<file path="src/rtl/spi_cs_pkg.sv">
// Shared constants and types for the chip-select timing controller.
// Assumes at most 32 select lines and 8-bit guard delays.
package spi_cs_pkg;

    localparam int CS_MAX = 32;
    localparam int IDX_W  = $clog2(CS_MAX);
    localparam int DLY_W  = 8;
    localparam int ADDR_W = 3;
    localparam int DATA_W = 32;

    // Register addresses
    localparam logic [ADDR_W-1:0] A_INDEX = 3'd0;
    localparam logic [ADDR_W-1:0] A_LEVEL = 3'd1;
    localparam logic [ADDR_W-1:0] A_MODE  = 3'd2;
    localparam logic [ADDR_W-1:0] A_GUARD = 3'd3;
    localparam logic [ADDR_W-1:0] A_SPACE = 3'd4;

    typedef enum logic [1:0] {
        CSM_AUTO     = 2'd0,
        CSM_AUTO_ALT = 2'd1,
        CSM_HOLD     = 2'd2,
        CSM_OFF      = 2'd3
    } cs_mode_e;

    typedef enum logic [2:0] {
        ST_IDLE,
        ST_LEAD,
        ST_RUN,
        ST_TRAIL,
        ST_DESEL,
        ST_GAP
    } seq_state_e;

    typedef struct packed {
        logic [DLY_W-1:0] lead;
        logic [DLY_W-1:0] trail;
        logic [DLY_W-1:0] desel;
        logic [DLY_W-1:0] gap;
    } guard_t;

endpackage

</file>
<file path="src/rtl/spi_cs_regs.sv">
// Configuration registers: line index, idle levels, mode and two guard words.
// Only the NCS implemented idle bits store data. Any write to the index or
// idle-level register raises rel_evt for one cycle. Assumes 1 <= NCS <= 32.
module spi_cs_regs
    import spi_cs_pkg::*;
#(
    parameter int NCS = 4
) (
    input  logic              clk,
    input  logic              rst_n,
    input  logic              wr,
    input  logic [ADDR_W-1:0] addr,
    input  logic [DATA_W-1:0] wdata,
    output logic [DATA_W-1:0] rdata,
    output logic [IDX_W-1:0]  sel_idx,
    output logic [NCS-1:0]    idle_lvl,
    output cs_mode_e          mode,
    output guard_t            guard,
    output logic              rel_evt
);

    logic [IDX_W-1:0] idx_q;
    logic [NCS-1:0]   idle_q;
    cs_mode_e         mode_q;
    guard_t           guard_q;
    logic             unused_wbits;

    assign unused_wbits = ^{wdata[31:24], wdata[15:8]};

    // Register writes and reset defaults
    always_ff @(posedge clk) begin
        if (!rst_n) begin
            idx_q         <= '0;
            idle_q        <= '1;
            mode_q        <= CSM_AUTO;
            guard_q.lead  <= DLY_W'(1);
            guard_q.trail <= DLY_W'(1);
            guard_q.desel <= DLY_W'(1);
            guard_q.gap   <= '0;
        end else if (wr) begin
            case (addr)
                A_INDEX: idx_q  <= wdata[IDX_W-1:0];
                A_LEVEL: idle_q <= wdata[NCS-1:0];
                A_MODE:  mode_q <= cs_mode_e'(wdata[1:0]);
                A_GUARD: begin
                    guard_q.lead  <= wdata[7:0];
                    guard_q.trail <= wdata[23:16];
                end
                A_SPACE: begin
                    guard_q.desel <= wdata[7:0];
                    guard_q.gap   <= wdata[23:16];
                end
                default: ;
            endcase
        end
    end

    // Read-back multiplexer
    always_comb begin
        case (addr)
            A_INDEX: rdata = DATA_W'(idx_q);
            A_LEVEL: rdata = DATA_W'(idle_q);
            A_MODE:  rdata = DATA_W'(mode_q);
            A_GUARD: rdata = {8'd0, guard_q.trail, 8'd0, guard_q.lead};
            A_SPACE: rdata = {8'd0, guard_q.gap, 8'd0, guard_q.desel};
            default: rdata = '0;
        endcase
    end

    assign rel_evt  = wr && ((addr == A_INDEX) || (addr == A_LEVEL));
    assign sel_idx  = idx_q;
    assign idle_lvl = idle_q;
    assign mode     = mode_q;
    assign guard    = guard_q;

    a_r2_level_write: assert property (@(posedge clk) disable iff (!rst_n)
        (wr && addr == A_LEVEL) |=> (idle_q == $past(wdata[NCS-1:0])));

endmodule

</file>
<file path="src/rtl/spi_cs_delay_cnt.sv">
// Guard-delay down-counter. A load takes priority over a tick. Each half_tick
// decrements a non-zero count, and zero reports an expired delay.
module spi_cs_delay_cnt
    import spi_cs_pkg::*;
#(
    parameter int W = DLY_W
) (
    input  logic         clk,
    input  logic         rst_n,
    input  logic         load,
    input  logic [W-1:0] load_val,
    input  logic         tick,
    output logic         zero
);

    logic [W-1:0] cnt_q;

    // Load or count down on half-period ticks
    always_ff @(posedge clk) begin
        if (!rst_n)
            cnt_q <= '0;
        else if (load)
            cnt_q <= load_val;
        else if (tick && (cnt_q != '0))
            cnt_q <= cnt_q - W'(1);
    end

    assign zero = (cnt_q == '0);

    a_r10_cnt_step: assert property (@(posedge clk) disable iff (!rst_n)
        (!load && tick && !zero) |=> (cnt_q == $past(cnt_q) - W'(1)));

endmodule

</file>
<file path="src/rtl/spi_cs_seq.sv">
// Frame sequencer. It asserts the select, waits out the lead delay, grants the
// frame, then applies the trail and deselect delays (automatic mode) or the
// gap delay (hold and off modes). A held select is released in idle when the
// mode leaves hold or when a release event is pending. Assumes configuration
// is written only between frames and that done pulses only while granted.
module spi_cs_seq
    import spi_cs_pkg::*;
(
    input  logic             clk,
    input  logic             rst_n,
    input  cs_mode_e         mode,
    input  guard_t           guard,
    input  logic             rel_evt,
    input  logic             frame_req,
    input  logic             frame_done,
    input  logic             cnt_zero,
    output logic             cnt_load,
    output logic [DLY_W-1:0] cnt_val,
    output logic             cs_on,
    output logic             frame_go
);

    seq_state_e st_q, st_n;
    logic       on_q, on_n;
    logic       pend_q;
    logic       is_hold, no_sel;

    assign is_hold = (mode == CSM_HOLD);
    assign no_sel  = (mode == CSM_OFF);

    // Next-state and counter-load decisions
    always_comb begin
        st_n     = st_q;
        on_n     = on_q;
        cnt_load = 1'b0;
        cnt_val  = '0;
        case (st_q)
            ST_IDLE: begin
                if (on_q && (!is_hold || pend_q)) begin
                    st_n     = ST_DESEL;
                    on_n     = 1'b0;
                    cnt_load = 1'b1;
                    cnt_val  = guard.desel;
                end else if (frame_req) begin
                    if (no_sel || (is_hold && on_q)) begin
                        st_n = ST_RUN;
                    end else begin
                        st_n     = ST_LEAD;
                        on_n     = 1'b1;
                        cnt_load = 1'b1;
                        cnt_val  = guard.lead;
                    end
                end
            end
            ST_LEAD: begin
                if (cnt_zero) st_n = ST_RUN;
            end
            ST_RUN: begin
                if (frame_done) begin
                    cnt_load = 1'b1;
                    if (is_hold || no_sel) begin
                        st_n    = ST_GAP;
                        cnt_val = guard.gap;
                    end else begin
                        st_n    = ST_TRAIL;
                        cnt_val = guard.trail;
                    end
                end
            end
            ST_TRAIL: begin
                if (cnt_zero) begin
                    st_n     = ST_DESEL;
                    on_n     = 1'b0;
                    cnt_load = 1'b1;
                    cnt_val  = guard.desel;
                end
            end
            ST_DESEL, ST_GAP: begin
                if (cnt_zero) st_n = ST_IDLE;
            end
            default: st_n = ST_IDLE;
        endcase
    end

    // State and select-flag registers
    always_ff @(posedge clk) begin
        if (!rst_n) begin
            st_q <= ST_IDLE;
            on_q <= 1'b0;
        end else begin
            st_q <= st_n;
            on_q <= on_n;
        end
    end

    // Pending release: set by index/idle writes, cleared once idle resolves it
    always_ff @(posedge clk) begin
        if (!rst_n)
            pend_q <= 1'b0;
        else if (rel_evt)
            pend_q <= 1'b1;
        else if ((st_q == ST_IDLE) && (!on_q || (st_n == ST_DESEL)))
            pend_q <= 1'b0;
    end

    assign cs_on    = on_q;
    assign frame_go = (st_q == ST_RUN);

    a_r11_go_held: assert property (@(posedge clk) disable iff (!rst_n)
        (frame_go && !frame_done) |=> frame_go);

    a_r6_release_enters_desel: assert property (@(posedge clk) disable iff (!rst_n)
        $fell(on_q) |-> (st_q == ST_DESEL));

    a_r4_lead_expired: assert property (@(posedge clk) disable iff (!rst_n)
        ((st_q == ST_RUN) && ($past(st_q) == ST_LEAD)) |-> $past(cnt_zero));

    a_r9_off_no_select: assert property (@(posedge clk) disable iff (!rst_n)
        (no_sel && (st_q != ST_IDLE)) |-> !on_q);

endmodule

</file>
<file path="src/rtl/spi_cs_drive.sv">
// Line driver. Each implemented line shows its idle level, inverted only when
// the select flag is set and the index names that line.
module spi_cs_drive
    import spi_cs_pkg::*;
#(
    parameter int NCS = 4
) (
    input  logic [NCS-1:0]   idle_lvl,
    input  logic [IDX_W-1:0] sel_idx,
    input  logic             cs_on,
    output logic [NCS-1:0]   cs_lines
);

    for (genvar i = 0; i < NCS; i++) begin : g_line
        // Invert the idle level on the selected line only
        assign cs_lines[i] = idle_lvl[i] ^ (cs_on && (sel_idx == IDX_W'(i)));
    end

endmodule

</file>
<file path="src/rtl/spi_cs_timer.sv">
// Chip-select timing controller top. Ties the register file, the frame
// sequencer, the shared guard counter and the line driver together.
// Assumes half_tick is a single-cycle pulse from the SCK divisor.
module spi_cs_timer
    import spi_cs_pkg::*;
#(
    parameter int NCS = 4
) (
    input  logic              clk,
    input  logic              rst_n,
    input  logic              cfg_wr,
    input  logic [2:0]        cfg_addr,
    input  logic [31:0]       cfg_wdata,
    output logic [31:0]       cfg_rdata,
    input  logic              half_tick,
    input  logic              frame_req,
    input  logic              frame_done,
    output logic              frame_go,
    output logic [NCS-1:0]    cs_lines
);

    logic [IDX_W-1:0] sel_idx;
    logic [NCS-1:0]   idle_lvl;
    cs_mode_e         mode;
    guard_t           guard;
    logic             rel_evt;
    logic             cnt_load, cnt_zero, cs_on;
    logic [DLY_W-1:0] cnt_val;

    spi_cs_regs #(.NCS(NCS)) regs_i (
        .clk      (clk),
        .rst_n    (rst_n),
        .wr       (cfg_wr),
        .addr     (cfg_addr),
        .wdata    (cfg_wdata),
        .rdata    (cfg_rdata),
        .sel_idx  (sel_idx),
        .idle_lvl (idle_lvl),
        .mode     (mode),
        .guard    (guard),
        .rel_evt  (rel_evt)
    );

    spi_cs_seq seq_i (
        .clk        (clk),
        .rst_n      (rst_n),
        .mode       (mode),
        .guard      (guard),
        .rel_evt    (rel_evt),
        .frame_req  (frame_req),
        .frame_done (frame_done),
        .cnt_zero   (cnt_zero),
        .cnt_load   (cnt_load),
        .cnt_val    (cnt_val),
        .cs_on      (cs_on),
        .frame_go   (frame_go)
    );

    spi_cs_delay_cnt #(.W(DLY_W)) cnt_i (
        .clk      (clk),
        .rst_n    (rst_n),
        .load     (cnt_load),
        .load_val (cnt_val),
        .tick     (half_tick),
        .zero     (cnt_zero)
    );

    spi_cs_drive #(.NCS(NCS)) drive_i (
        .idle_lvl (idle_lvl),
        .sel_idx  (sel_idx),
        .cs_on    (cs_on),
        .cs_lines (cs_lines)
    );

endmodule

</file>
<file path="config.mk">
export PLATFORM = sky130hd
export DESIGN_NAME = spi_cs_timer
export DESIGN_NICKNAME = d
export VERILOG_FILES = /design/src/rtl/spi_cs_pkg.sv /design/src/rtl/spi_cs_regs.sv /design/src/rtl/spi_cs_delay_cnt.sv /design/src/rtl/spi_cs_seq.sv /design/src/rtl/spi_cs_drive.sv /design/src/rtl/spi_cs_timer.sv
export SDC_FILE = /design/constraint.sdc
export NUM_CORES = 1
export LEC_CHECK = 0
export BUFFER_PORTS_ARGS = -buffer_cell sky130_fd_sc_hd__buf_2
export CORE_UTILIZATION = 50
export DETAILED_ROUTE_END_ITERATION = 10
export GPL_TIMING_DRIVEN = 0
export PLACE_DENSITY = 0.75
export SETUP_SLACK_MARGIN = 0.2
export SLEW_MARGIN = 10
export SYNTH_ARGS = -nofsm -noshare
export SYNTH_HDL_FRONTEND = slang
export SYNTH_SLANG_ARGS = --single-unit
</file>
<file path="constraint.sdc">
create_clock -name clk -period 2.2 [get_ports clk]
set_input_delay 0.44 -clock clk [delete_from_list [all_inputs] [get_ports clk]]
set_output_delay 0.44 -clock clk [all_outputs]
set_load 0.01 [all_outputs]
</file>
==> metrics, run 1 <==
Sum Neg Setup Slack 0 ns; met2 Usage GRT 0.470; Leak 1.63 nW; sequential fraction of the synthesis area 0.348; drt wl/cell 16.5 um; worst-skew pair later-pin latency 0.32 ns; drc violations 0; GRT overflow 0; initial DRC count 236; layer with the highest usage met2; Vias/cell 5.72; P_int 2.13 mW; total I/O pin count 78; syn avg cell area 8.12 um^2; Core Rows 28; CTS tree built; CP Max Fanout 4; Fillers 543; max frequency 0.468 GHz; Async S/R FF share, synth 0; die width 82.3 um; min-delay worst type input port to flop; Yosys Warn Count 0; Layout Nets 519; RD Place Congestion 0.944; Antenna Violating Nets Remaining 0; dpl ws -0.198 ns; Switching Share 0.395; mapped cell area 0.00322 mm^2; DP Wirelength 6.25 mm; fin crit period 2.14 ns; Inserted Clock Buffers 5; setup violators final 0; Tot GR Track Use 0.279; area leader, netlist dfxtp_1; status complete, no violations; initial antenna violation count 0; worst clock skew 0.0102 ns; IO Port Bufs 42; chip height 82.3 um; vias in the first global route 2875; maxcap violations 0; Clock Power Share 0.169; Reg clk slew, reported paths 0.11 ns; worst vdd ir 601 uV; share of cells above drive strength 1 0.289; First-pass DRT Iterations 5; P_sw 1.39 mW; Hold Buf Count CTS 0; Hold Fails Final Rpt 0; list of most frequent post-synthesis cells nand2_1 (86), dfxtp_1 (56), a21boi_0 (30), buf_4 (19); crit path DAT 1.70 ns; met1 Use GR 0.369; clk sinks 56; Final period util 0.972; first-pass GRT wire length 14.1 mm; worst rel slew slack 0.627; wirelength, routed 9.10 mm; synth unique cells 59; core box area 0.00606 mm^2; dominant synthesized flop cell dfxtp_1; CP max-delay cell or4b_4; Crit path required time 1.76 ns; PD cells 891 mW/mm^2; CTS Buffer Depth 2; ant diodes 0; crit path cell chain or4b_4, nor2_1, nand2_1, xnor2_2, buf_2; register bit total from synthesis 56; Critical Path End Type primary output; RSZ-0062 raised after global routing true; Flop pwr share 0.359; Comb pwr share 0.472; Post-synth EDFFs 0; count of final max-slew check failures 0; top cell type's share of synthesized area 0.348; maximum number of pins on one net before global-route repair 18; setup ws final 0.0618 ns; die area 0.00677 mm^2; slowest stage delay, CP 0.55 ns; met3 GRT Util 0.0440; H-tree levels 2; Starting Density 0.532; CP Launch Type flop; vias 3163; Worst-Margin Slew 0.557 ns; area grow syn2layout 22.6%; Clock Tree Root clkbuf_8; Gate Count Post-Synth 397; largest cells by area after synthesis dfxtp_1 (35%), nand2_1 (10%), a21boi_0 (7.0%); most numerous cell in the Yosys netlist nand2_1; crit path kind flop to primary output
-- stage by stage --
stage	total power, mW	std cells	utilization	area, um^2	hold slack (ns)
after global routing	3.71	553	0.652	3950	0.363
after detailed placement	2.59	529	0.591	3580	0.472
after CTS	3.26	541	0.619	3750	0.354
after global placement	2.55	529	0.591	3580	0.462
after floorplan	2.28	412	-	3280	0.453
final	3.52	553	0.652	3950	0.351
-- critical path: cells and delay by family, from the launching register on --
family                    cells  cell delay [ns]
buffers and inverters         1             0.14
DFF                           1             0.35
xor gates and xnor gates      1             0.14
and+or+nand+nor               3             0.75
-- final timing paths --
| path | from | to | slack [ns] | cells after the start |
|---|---|---|---|---|
| worst min register to register | regs_i.guard[4] | regs_i.guard[4] | 0.49 | 2 |
| worst max register to register | regs_i.mode[1] | cnt_i.cnt_q[4] | 0.20 | 7 |
| worst max-delay path | regs_i.sel_idx[2] | cs_lines[2] | 0.06 | 5 |
| worst min-delay path | cfg_wdata[16] | regs_i.guard[16] | 0.35 | 3 |
-- sequential cells by signal (all words and copies together) (netlist names) --
register	flops
regs_i.idle_lvl	4
regs_i.guard	32
regs_i.mode	2
regs_i.sel_idx	5
seq_i.cs_on	1
cnt_i.cnt_q	8
seq_i.st_q	3
seq_i.pend_q	1
-- placed cells by master, fill, tap and decap left out, types with 2 or more instances in the layout --
cell,n
nand2_1,86
dfxtp_1,49
buf_2,46
buf_4,35
a21boi_0,30
nand3_1,18
nor2_1,17
mux2i_1,16
conb_1,16
a21oi_1,13
a22o_1,11
o21ai_0,10
clkbuf_1,10
nor2b_1,8
mux2_2,7
inv_1,6
dfxtp_2,6
a222oi_1,5
clkbuf_8,5
buf_6,4
a31oi_1,4
nor3_1,4
xnor2_1,4
o31ai_1,4
nor3b_1,3
a21o_1,3
clkbuf_2,2
clkbuf_4,2
o21ai_1,2
inv_2,2
xor2_1,2
and2_1,2
nand2b_1,2
o211ai_1,2
-- power groups by stage --
stage               Clock [mW]  Sequential, mW  Combinational (mW)
floorplan                    0            1.24                1.04
global placement             0            1.26                1.28
detailed placement           0            1.27                1.32
CTS                      0.589            1.26                1.42
global route             0.640            1.28                1.79
finish                   0.596            1.26                1.66
-- routing by layer --
| layer | vias to the layer above | routed length [um] |
|---|---|---|
| met5 | - | 0 |
| met4 | 0 | 162 |
| met3 | 17 | 625 |
| met2 | 155 | 4380 |
| met1 | 1470 | 3930 |
| li1 | 1521 | - |
-- what timing repair did --
action,CTS,global route
cloned,0,1
setup buffers,4,11
pin swaps,5,7
gates resized for setup,22,34
endpoints found under the setup margin,28,25
-- cell type report --
type                       count  area, um^2  share of cell area
timing repair buffer          58         348              0.0881
buffer                        43         293              0.0741
clock buffer                   6        72.6              0.0184
inverter                       8        30.0             0.00760
tap                           75        93.8              0.0238
sequential                    56        1130               0.287
multi-input combinational    305        1970               0.498
clock inverter                 2        13.8             0.00349
-- cell families (layout without fill, tap and decap cells) --
family / Yosys count / in the layout / share of synthesized area
and+or+nand+nor: 159 / 159 / 0.237
AOI/OAI and AO/OA: 99 / 99 / 0.231
DFF: 56 / 56 / 0.348
buffers and inverters: 51 / 117 / 0.0866
muxes: 23 / 23 / 0.0742
xor gates and xnor gates: 7 / 7 / 0.0190
adders and majority gates: 1 / 1 / 0.00388
other: 1 / 16 / 0.00116
Note: power is estimated with default switching activity, not from simulation.
==> inputs of run 2 (changes only) <==
--- a/config.mk
+++ b/config.mk
@@ -6,7 +6,9 @@
 export NUM_CORES = 1
 export LEC_CHECK = 0
 export BUFFER_PORTS_ARGS = -buffer_cell sky130_fd_sc_hd__buf_2
+export CORE_MARGIN = 1.5
 export CORE_UTILIZATION = 50
+export CTS_BUF_LIST = sky130_fd_sc_hd__clkbuf_4 sky130_fd_sc_hd__clkbuf_8
 export DETAILED_ROUTE_END_ITERATION = 10
 export GPL_TIMING_DRIVEN = 0
 export PLACE_DENSITY = 0.75
@@ -14,4 +16,5 @@
 export SLEW_MARGIN = 10
 export SYNTH_ARGS = -nofsm -noshare
 export SYNTH_HDL_FRONTEND = slang
+export SYNTH_HIERARCHICAL = 1
 export SYNTH_SLANG_ARGS = --single-unit
==> run 2 against run 1 <==
Effect of this change:
- the run now ends with setup timing left
- area after synthesis shrank 0.70%
- combinational power fell by 5%
- routed wire length down 8.0%
- final cell count down 4.5%
- maximum frequency down 9.8%
- clock skew is 0.0013 ns lower
- flip-flop and latch count is the same
- sequential power about the same
- worst setup slack lost 0.23 ns
- worst hold slack better by 0.0013 ns
- largest cell class unchanged
- highest routed layer unchanged
==> metrics, run 2 <==
Clock Power Share 0.171; commonest non-fill, non-tap cell in the layout nand2_1; worst-skew pair later-pin latency 0.31 ns; synth unique cells 60; Worst-Margin Slew 0.822 ns; metal3 WL 572 um; final core utilization 0.637; count of final max-slew check failures 0; Vias/cell 5.60; Gate Count Post-Synth 372; syn avg cell area 8.60 um^2; Antenna Violating Nets Remaining 0; area grow syn2layout 20.6%; First-pass DRT Iterations 4; Core Rows 28; RD Place Congestion 0.919; most numerous cell in the Yosys netlist nand2_1; Flop pwr share 0.369; GRT overflow 0; drc violations 0; top cell type's share of synthesized area 0.350; commonest non-fill, non-tap cells in the layout nand2_1 (60), dfxtp_1 (50), buf_2 (48); share of cells above drive strength 1 0.280; worst hold endpoint regs_i/guard[2]; count of non-filler cells in the finished layout 528; Reg clk slew, reported paths 0.10 ns; dominant synthesized flop cell dfxtp_1; Reg-to-Reg Start regs_i/mode[1]; Hold Fails Final Rpt 0; total I/O pin count 78; met2 wire len 3.99 mm; min-delay worst type input port to flop; Comb pwr share 0.460; PD cells 884 mW/mm^2; met1 WL 3.68 mm; CTS Buffer Depth 2; ant diodes 0; failing checks setup timing; CP max-delay cell buf_1; Critical Path End Type flop; fin crit period 2.37 ns; die area 0.00689 mm^2; worst vdd ir 638 uV; max frequency 0.422 GHz; mapped cell area 0.00320 mm^2; clk sinks 56; DP Wirelength 5.85 mm; Tot GR Track Use 0.241; wirelength, routed 8.37 mm; RSZ-0062 raised after global routing true; CP Max Fanout 10; IO Port Bufs 45; Layout Nets 495; vias 2955; crit path cell chain buf_1, mux2i_1, nor2_1, a221o_1, a21oi_2, o31ai_1, and2_1; HP Start cfg_wdata[18]; top routing layer in use met4; core box area 0.00606 mm^2; first-pass GRT wire length 13.6 mm; P_sw 1.25 mW; maxcap violations 0; R2R cell count 7; crit path DAT 2.58 ns; P_int 2.16 mW; setup ws final -0.171 ns; CTS tree built; setup violators final 8; initial antenna violation count 0; reg-to-reg endpoint cnt_i/cnt_q[4]; maximum number of pins on one net before global-route repair 18; vias in the first global route 2848; die width 83.0 um; Final period util 1.08; Leak 1.54 nW; Inserted Clock Buffers 5; crit path kind flop to flop; largest cells by area after synthesis dfxtp_1 (35%), mux2i_1 (7.2%), nand2_1 (7.0%); Switching Share 0.367; initial DRC count 193; register area 0.00113 mm^2; area leader, netlist dfxtp_1; Async S/R FF share, synth 0; Hold Buf Count CTS 0; Crit path required time 2.41 ns; list of most frequent post-synthesis cells nand2_1 (60), dfxtp_1 (56), o21ai_0 (24), mux2i_1 (23), nand3_1 (23); Top delay family on crit path buffers and inverters; H-tree levels 2; max reg flops 32; stages on the worst setup path 7; register bit total from synthesis 56; dpl cells 507; Post-synth EDFFs 0; WHS 0.352 ns; footprint of the multi-input gates 0.00191 mm^2; chip height 83.0 um; status finished, violations left; CP Launch Type flop; WP buf/inv 1; dpl ws -0.465 ns; slowest stage delay, CP 0.66 ns; Fillers 569; sequential fraction of the synthesis area 0.350; Starting Density 0.528; Clock Tree Root clkbuf_8; drt wl/cell 15.9 um; worst clock skew 0.00890 ns; reg-to-reg slack, setup -0.17 ns; WHS Path Cells 3; worst rel slew slack 0.452; Yosys Warn Count 6
run 2: changes by cell type after synthesis, sizes merged, moves of 7 or more:
cell | before | now
a21boi | 32 | 14
a21oi | 14 | 6
a221o | 1 | 8
mux2i | 16 | 23
nand2 | 86 | 60
o21ai | 12 | 25
run 2: worst max path at each step:
| stage | start | end | slack, ns |
|---|---|---|---|
| after floorplan | cnt_i/cnt_q[5] | cnt_i/cnt_q[4] | -0.18 |
| after global placement | cnt_i/cnt_q[5] | cnt_i/cnt_q[6] | -0.44 |
| after detailed placement | cnt_i/cnt_q[5] | cnt_i/cnt_q[6] | -0.46 |
| after CTS | cnt_i/cnt_q[3] | cnt_i/cnt_q[4] | -0.14 |
| after global routing | cnt_i/cnt_q[3] | cnt_i/cnt_q[3] | -0.34 |
| final | regs_i/mode[1] | cnt_i/cnt_q[4] | -0.17 |
run 2: timing repair:
item,4_1_cts,5_1_grt
resized for setup,13,11
pin swaps,3,5
buffers inserted,10,3
endpoints found under the setup margin,26,23
run 2: power by group through the flow:
stage / combinational, mW / clock (mW) / sequential, mW
after floorplan: 0.976 / 0 / 1.24
after global placement: 1.20 / 0 / 1.27
after detailed placement: 1.22 / 0 / 1.28
after CTS: 1.42 / 0.597 / 1.25
after global routing: 1.71 / 0.640 / 1.28
final: 1.57 / 0.584 / 1.26
run 2: cells by family after synthesis:
| logic type | share of synthesized area |
|---|---|
| AND/OR/NAND/NOR | 0.246 |
| AO/OA/AOI/OAI | 0.205 |
| flip-flops | 0.350 |
| buffers and inverters | 0.0853 |
| multiplexers | 0.0825 |
| XOR/XNOR | 0.0219 |
| adder cells (fa/ha/maj) | 0.00782 |
| other | 0.00117 |
run 2: stage by stage:
stage | instance area, um^2 | total power, mW | setup TNS [ns]
4_1_cts | 3800 | 3.27 | -0.899
2_1_floorplan | 3290 | 2.22 | -0.912
3_3_place_gp | 3610 | 2.47 | -2.67
3_5_place_dp | 3610 | 2.49 | -3.06
5_1_grt | 3860 | 3.62 | -2.14
6_report | 3860 | 3.41 | -1.04
run 2: metal layers:
metal,up-vias,global-route usage
met2,105,0.404
met3,13,0.0378
met1,1380,0.320
met5,-,0
li1,1457,-
met4,0,0.0742
run 2: layout make-up:
type,instances,share of cell area
tap,75,0.0243
clock buffer,6,0.0198
clock inverter,2,0.00422
sequential,56,0.293
inverter,6,0.00681
buffer,42,0.0726
multi-input combinational,283,0.494
timing repair buffer,58,0.0853
run 2: worst reg2reg max path, cell delays in order (launching register included):
cell     delay (ns)
dfxtp_1        0.47
buf_1          0.66
mux2i_1        0.40
nor2_1         0.10
a221o_1        0.30
a21oi_2        0.13
o31ai_1        0.07
and2_1         0.15
